===== src/rtl/gsc_pkg.sv =====
package gsc_pkg;

  typedef enum logic [1:0] {
    LVL_HIZ  = 2'b00,
    LVL_LOW  = 2'b01,
    LVL_HIGH = 2'b10
  } lvl_e;

  typedef struct packed {
    logic lvl;
    logic rise;
  } lineStrobe_t;

  typedef struct packed {
    logic frameLvl;
    logic runOn;
    logic forceHiZ;
  } ctrlStrobe_t;

endpackage


===== src/rtl/gsc_sync.sv =====
module gsc_sync #(
  parameter int WIDTH = 1
) (
  input  logic             clk,
  input  logic             rstN,
  input  logic [WIDTH-1:0] asyncIn,
  output logic [WIDTH-1:0] syncOut
);

  logic [WIDTH-1:0] metaStage;

  always_ff @(posedge clk or negedge rstN) begin
    if (!rstN) begin
      metaStage <= '0;
      syncOut   <= '0;
    end else begin
      metaStage <= asyncIn;
      syncOut   <= metaStage;
    end
  end

endmodule


===== src/rtl/gsc_ctrl.sv =====
module gsc_ctrl
  import gsc_pkg::*;
#(
  parameter int NUM_CH = 2
) (
  input  logic                     clk,
  input  logic                     rstN,
  input  logic                     frameStartIn,
  input  logic [NUM_CH-1:0]        lineClkIn,
  input  logic                     seqRun,
  input  logic                     seqHiZ,
  output ctrlStrobe_t              ctl,
  output lineStrobe_t [NUM_CH-1:0] line
);

  localparam int SYNC_W = NUM_CH + 1;

  logic [SYNC_W-1:0] syncVec;
  logic [NUM_CH-1:0] prevLine;

  gsc_sync #(.WIDTH(SYNC_W)) inSync (
    .clk     (clk),
    .rstN    (rstN),
    .asyncIn ({frameStartIn, lineClkIn}),
    .syncOut (syncVec)
  );

  always_ff @(posedge clk or negedge rstN) begin
    if (!rstN) prevLine <= '0;
    else       prevLine <= syncVec[NUM_CH-1:0];
  end

  assign ctl.frameLvl = syncVec[NUM_CH];
  assign ctl.runOn    = seqRun;
  assign ctl.forceHiZ = seqHiZ;

  for (genvar i = 0; i < NUM_CH; i++) begin : g_line
    assign line[i].lvl  = syncVec[i];
    assign line[i].rise = syncVec[i] & ~prevLine[i];
  end

endmodule


===== src/rtl/gsc_datapath.sv =====
module gsc_datapath
  import gsc_pkg::*;
#(
  parameter int NUM_CH   = 2,
  parameter int START_CH = 0
) (
  input  logic                     clk,
  input  logic                     rstN,
  input  ctrlStrobe_t              ctl,
  input  lineStrobe_t [NUM_CH-1:0] line,
  output logic [2*NUM_CH-1:0]      trueCode,
  output logic [2*NUM_CH-1:0]      compCode,
  output logic [NUM_CH-1:0]        shareEn,
  output logic [1:0]               startCode
);

  lvl_e forcedLvl;
  assign forcedLvl = ctl.forceHiZ ? LVL_HIZ : LVL_LOW;

  for (genvar i = 0; i < NUM_CH; i++) begin : g_ch
    logic togReg;
    logic togNow;
    lvl_e tLvl;
    lvl_e cLvl;
    logic shareOn;

    always_ff @(posedge clk or negedge rstN) begin
      if (!rstN)                                togReg <= 1'b0;
      else if (!ctl.runOn)                      togReg <= 1'b0;
      else if (ctl.frameLvl)                    togReg <= line[i].lvl;
      else if (line[i].rise)                    togReg <= ~togReg;
    end

    // the edge cycle already shows the flipped level
    assign togNow = (!ctl.frameLvl && line[i].rise) ? ~togReg : togReg;

    always_comb begin
      tLvl    = LVL_HIZ;
      cLvl    = LVL_HIZ;
      shareOn = 1'b0;
      if (!ctl.runOn) begin
        tLvl = forcedLvl;
        cLvl = forcedLvl;
      end else if (ctl.frameLvl) begin
        tLvl = line[i].lvl ? LVL_HIGH : LVL_LOW;
        cLvl = line[i].lvl ? LVL_LOW  : LVL_HIGH;
      end else if (line[i].lvl) begin
        tLvl = togNow ? LVL_HIGH : LVL_LOW;
        cLvl = togNow ? LVL_LOW  : LVL_HIGH;
      end else begin
        shareOn = 1'b1;
      end
    end

    assign trueCode[2*i +: 2] = tLvl;
    assign compCode[2*i +: 2] = cLvl;
    assign shareEn[i]         = shareOn;
  end

  always_comb begin
    if (!ctl.runOn)                startCode = forcedLvl;
    else if (!ctl.frameLvl)        startCode = LVL_LOW;
    else if (line[START_CH].lvl)   startCode = LVL_HIZ;
    else                           startCode = LVL_HIGH;
  end

endmodule


===== src/rtl/gsc_scan_ctrl.sv =====
module gsc_scan_ctrl
  import gsc_pkg::*;
#(
  parameter int NUM_CH   = 2,
  parameter int START_CH = 0
) (
  input  logic                clk,
  input  logic                rstN,
  input  logic                frameStartIn,
  input  logic [NUM_CH-1:0]   lineClkIn,
  input  logic                seqRun,
  input  logic                seqHiZ,
  output logic [2*NUM_CH-1:0] trueCode,
  output logic [2*NUM_CH-1:0] compCode,
  output logic [NUM_CH-1:0]   shareEn,
  output logic [1:0]          startCode
);

  ctrlStrobe_t              ctlStb;
  lineStrobe_t [NUM_CH-1:0] lineStb;

  gsc_ctrl #(.NUM_CH(NUM_CH)) ctrlCore (
    .clk          (clk),
    .rstN         (rstN),
    .frameStartIn (frameStartIn),
    .lineClkIn    (lineClkIn),
    .seqRun       (seqRun),
    .seqHiZ       (seqHiZ),
    .ctl          (ctlStb),
    .line         (lineStb)
  );

  gsc_datapath #(.NUM_CH(NUM_CH), .START_CH(START_CH)) dataCore (
    .clk       (clk),
    .rstN      (rstN),
    .ctl       (ctlStb),
    .line      (lineStb),
    .trueCode  (trueCode),
    .compCode  (compCode),
    .shareEn   (shareEn),
    .startCode (startCode)
  );

endmodule


===== config.mk =====
export PLATFORM = sky130hd
export DESIGN_NAME = gsc_scan_ctrl
export DESIGN_NICKNAME = d
export VERILOG_FILES = /design/src/rtl/gsc_pkg.sv /design/src/rtl/gsc_sync.sv /design/src/rtl/gsc_ctrl.sv /design/src/rtl/gsc_datapath.sv /design/src/rtl/gsc_scan_ctrl.sv
export SDC_FILE = /design/constraint.sdc
export NUM_CORES = 1
export LEC_CHECK = 0
export BUFFER_PORTS_ARGS = -buffer_cell sky130_fd_sc_hd__clkbuf_2
export CELL_PAD_IN_SITES_DETAIL_PLACEMENT = 0
export CELL_PAD_IN_SITES_GLOBAL_PLACEMENT = 1
export CORE_UTILIZATION = 34
export CTS_CLUSTER_DIAMETER = 80
export DETAILED_ROUTE_END_ITERATION = 6
export HOLD_SLACK_MARGIN = 0.08
export PLACE_DENSITY_LB_ADDON = 0.1
export SKIP_LAST_GASP = 1
export SLEW_MARGIN = 10
export SYNTH_ARGS = -nofsm -noshare
export SYNTH_HDL_FRONTEND = slang
export SYNTH_SLANG_ARGS = --single-unit

===== constraint.sdc =====
create_clock -name clk -period 1.18 [get_ports clk]
set_input_delay 0.118 -clock clk [delete_from_list [all_inputs] [get_ports clk]]
set_output_delay 0.118 -clock clk [all_outputs]
set_load 0.05 [all_outputs]

Word level (Yosys, flattened, before mapping)
Index checks and enable logic that the tools add are counted.
Word-level totals
  register bits: 10
Cells by class
  equal/unequal tests: 2
  multiplexer cells: 38
  bitwise logic cells: 6
  reductions and logical operators: 3
Operators with widths (count)
  2-bit two-way mux: 23
  1-bit two-way mux: 15
  3-bit by 1-bit != test with 1-bit output (second input constant): 2
  1-bit NOT: 4
  1-bit AND: 2
  1-bit logical AND: 2
  1-bit zero test: 1

Longest topological paths before layout
  word-level depth: 8
  mapped depth: 3
  mapped depth without buffers: 2

Modules after synthesis
From an unflattened synthesis, not the netlist that was laid out.
Unflattened totals
  cell total of the unflattened synthesis: 45
  area total of the unflattened synthesis: 475.5 um^2
By module, submodules not included
  gsc_datapath: times used 1, cells an instance 33, area each 232.7 um^2, seq. area each 50.0 um^2
  gsc_sync: times used 1, cells an instance 6, area each 150.1 um^2, seq. area each 150.1 um^2
  gsc_ctrl: times used 1, cells an instance 6, area each 92.6 um^2, seq. area each 50.0 um^2

Worst setup path before layout
OpenSTA, ideal clock, no wires.
  kind: flip-flop to output port
  from: register ctrlCore.inSync.syncOut[2]
  to: output port trueCode[0]
  data arrival time: 1456 ps
  data required time: 1062 ps
  path slack: -394 ps
  stages on the path, launching flop included: 4
  buffers on the path: 1
  cell sequence: dfrtp_1 buf_6 nand3b_1 o211ai_1
On the way
  cells in the longest elaborated chain, start to end: 7
RTL lines
  from (decl): RTL line gsc_sync.sv:7  | output logic [WIDTH-1:0] syncOut
  from (signal assigned): RTL line gsc_sync.sv:18  | syncOut <= metaStage;
  1-bit zero test: RTL line gsc_datapath.sv:35  | assign togNow = (!ctl.frameLvl && line[i].rise) ? ~togReg : togReg;
  1-bit logical AND: RTL line gsc_datapath.sv:35
  1-bit two-way mux: RTL line gsc_datapath.sv:35
  2-bit two-way mux: RTL line gsc_datapath.sv:48  | tLvl = togNow ? LVL_HIGH : LVL_LOW;
  2-bit two-way mux: RTL line gsc_datapath.sv:47  | end else if (line[i].lvl) begin
  2-bit two-way mux (*): RTL line gsc_datapath.sv:44  | end else if (ctl.frameLvl) begin
  2-bit two-way mux (*): RTL line gsc_datapath.sv:41  | if (!ctl.runOn) begin
  to (decl): RTL line gsc_scan_ctrl.sv:13  | output logic [2*NUM_CH-1:0] trueCode,
Mark *: on every way between the ends. The rest lies on a longest branch, timed or not.

Worst setup path after layout
  from: register ctrlCore.inSync.syncOut[2]
  to: output port trueCode[2]
Same word-level chain as after synthesis.

==> results.py <==
metrics = {
    "global_routing": {
        "grt_pass1_vias": 489,
        "antenna_found_initial": 0,
        "grt.total_usage_pct": 14.1,
        "grt_max_degree": 11,
        "grt_pass1_wl_um": 1880,
        "overflow": 0,
    },
    "sta": {
        "final.setup_skew_ns": 0.000604,
        "finalCritPeriodShare_pct": 122,
        "tns_ns": -2.11,
        "setup_violations": 12,
        "fmax_mhz": 692,
        "rsz0062_at_grt": "yes",
        "final_max_slew_viol_count": 0,
        "min_period_ns": 1.44,
        "finalWorstSetupSlack_ns": -0.264,
        "maxSlewHeadroom_pct": 75.3,
        "finalHoldViolations": 0,
        "tightest_slew_ns": 0.369,
    },
    "layout": {
        "drive_gt1_share_pct": 57.1,
        "postLayoutCellArea_sq_um": 950,
        "diodes": 0,
        "fillers": 118,
        "layout.cells.non_filler": 99,
        "final_nets": 92,
        "area_growth_pct": 78.2,
    },
    "placed_design": {
        "port_buffers": 18,
        "place_inst": 89,
        "post_dp_cell_area_sq_um": 719,
        "place.gp.congestion": 0.692,
        "hpwlAfterDp_um": 788,
    },
    "floorplan": {
        "dieArea_sq_um": 1730,
        "die_h_um": 41.6,
        "fp.dieW_um": 41.6,
        "core.rowCount": 13,
        "start_util_pct": 38.6,
        "core_area_sq_um": 1380,
        "ioPinCount": 19,
    },
    "pwr": {
        "ir_drop_mv": 0.767,
        "p_per_area_nw_per_um2": 1080,
        "p_leak_nw": 0.440,
    },
    "logic_synthesis": {
        "yosysTopAreaCellShare_pct": 46.9,
        "ys_ff_latch": 10,
        "ys.flop_type": "dfrtp_1",
        "netlist_instances": 49,
        "synth_most_common_cell": "dfrtp_1",
        "yosysTopAreaCell": "dfrtp_1",
        "syn_nets": 56,
        "seq_area_frac_synth_pct": 46.9,
        "synth.top_cells.by_area": "dfrtp_1, o21ba_1, nand3b_1, buf_6, nor2b_1",
        "syn_area_sq_um": 533,
        "yosys_warnings": 0,
        "avgSynthCellArea_sq_um": 10.9,
        "async_reset_ff_share_pct": 100,
        "ys_types": 21,
        "synth-edff-count": 0,
        "synthTopCellsByCount": "dfrtp_1, nand3b_1",
    },
    "run": {
        "drv_cap": 0,
    },
    "detailed_routing": {
        "drc_errors": 0,
        "vias_per_cell": 4.77,
        "vias": 472,
        "ant_nets": 0,
        "wire_per_inst_um": 11.3,
        "drt_wl_total_um": 1110,
        "drtIter0Drc": 0,
        "first_pass_iters": 1,
    },
    "setup_path": {
        "reg2regPathDepth": 4,
        "critPathCaptureType": "primary output",
        "worstSetupStartpoint": "ctrlCore.inSync.syncOut[2]",
        "cp.arrival_ns": 1.33,
        "r2r-start": "ctrlCore.inSync.syncOut[0]",
        "critical_path_class": "flop to primary output",
        "path_max_fanout": 7,
        "start_kind": "flop",
        "worstPathRequired_ns": 1.06,
    },
    "cts": {
        "clk_pin_slew_ns": 0.06,
        "cts-buffers-inserted": 3,
        "cts_buffer_depth": 2,
        "cts.sinks": 10,
        "clk_latency_ns": 0.25,
        "tritoncts": "done",
        "clockRootBuffer": "clkbuf_4",
        "h-tree-depth": 1,
    },
    "run_status": {
        "violations": "negative setup slack",
        "status": "finished with violations",
    },
    "worst_hold_path": {
        "hp-class": "input pin to asynchronous set/reset pin",
    },
}
-- state kept, by name, summed over array words and instances, names as in the netlist --
name	count
ctrlCore.inSync.metaStage	3
ctrlCore.inSync.syncOut	3
ctrlCore.prevLine	2
dataCore.g_ch.togReg	2
-- cell families after synthesis --
family                    share of synthesized area [%]
xor gates and xnor gates                           6.57
AOI/OAI and AO/OA                                  19.7
buffers and inverters                              9.15
DFF                                                46.9
and+or+nand+nor                                    15.7
muxes                                              1.88
-- final timing paths --
kind | slack, ns | endpoint
max in group asynchronous | 0.71 | ctrlCore.inSync.syncOut[2]
hold reg to reg | 0.35 | ctrlCore.inSync.syncOut[0]
hold / removal | 0.26 | ctrlCore.inSync.syncOut[0]
setup reg to reg | 0.08 | dataCore.g_ch[0].togReg
setup / recovery | -0.26 | trueCode[2]
min in group clk | 0.35 | ctrlCore.inSync.syncOut[0]
-- timing repair --
action	4_1_cts	5_1_grt
gates resized for setup	32	8
endpoints found under the hold margin	13	0
hold buffers	4	0
pin swaps	5	4
buffers inserted	3	0
cloned	0	0
endpoints found under the setup margin	12	13
-- power by group --
part,switching [mW],internal (mW)
clock,0.104,0.187
sequential,0.0199,0.363
combinational,0.195,0.160
-- metal layers --
layer | routed length, um | global-route usage [%] | share of wire, %
met1 | 442 | 14.6 | 40
met5 | 0 | 0 | 0
met4 | 0 | 6.45 | 0
met3 | 40 | 3.04 | 3.6
met2 | 631 | 26.6 | 57
-- layout by cell type (no fill, tap or decap) --
master,netlist,routed
xor2_2,0,1
inv_2,0,2
clkbuf_8,0,9
buf_8,0,3
a21oi_4,0,2
nand2_1,3,3
clkbuf_2,0,6
clkbuf_4,0,3
buf_4,2,12
dfrtp_1,10,8
mux2i_2,0,1
nor2b_1,3,3
nor3b_1,1,1
o211ai_1,2,2
dlygate4sd3_1,0,4
nand3b_1,4,4
o32ai_2,1,1
buf_6,2,2
xnor2_1,2,2
or2_1,1,1
o21ba_1,3,3
xor2_1,2,1
nand2b_4,0,1
a22oi_2,0,2
o32ai_1,1,1
inv_1,3,1
o21ai_1,2,2
nor2_4,0,1
dfrtp_2,0,2
-- final cells by class --
type | count | area (sq um) | share of cell area (%)
flip-flops and latches | 10 | 253 | 26.6
repair buffers | 35 | 338 | 35.6
inverters | 3 | 11.3 | 1.19
multi-input cells | 32 | 293 | 30.8
clock buffers | 4 | 36.3 | 3.82
well taps | 15 | 18.8 | 1.98
-- stage by stage --
step                      utilization (%)  hold WS, ns  worst slack, ns  total power [mW]
after floorplan                         -       -0.178           -0.394             0.588
after global placement               52.0      -0.0137          -0.0702             0.665
after detailed placement             52.0      -0.0119          -0.0795             0.666
after CTS                            67.8        0.240           -0.266              1.04
after global routing                 68.7        0.291           -0.328              1.07
final                                68.7        0.258           -0.264              1.03
-- worst max-delay path: stages, from the launching register on --
cell      delay, ns
dfrtp_2        0.45
nand3b_1       0.19
o211ai_1       0.21
clkbuf_8       0.22
No activity file was read; power rests on OpenSTA's default activity.
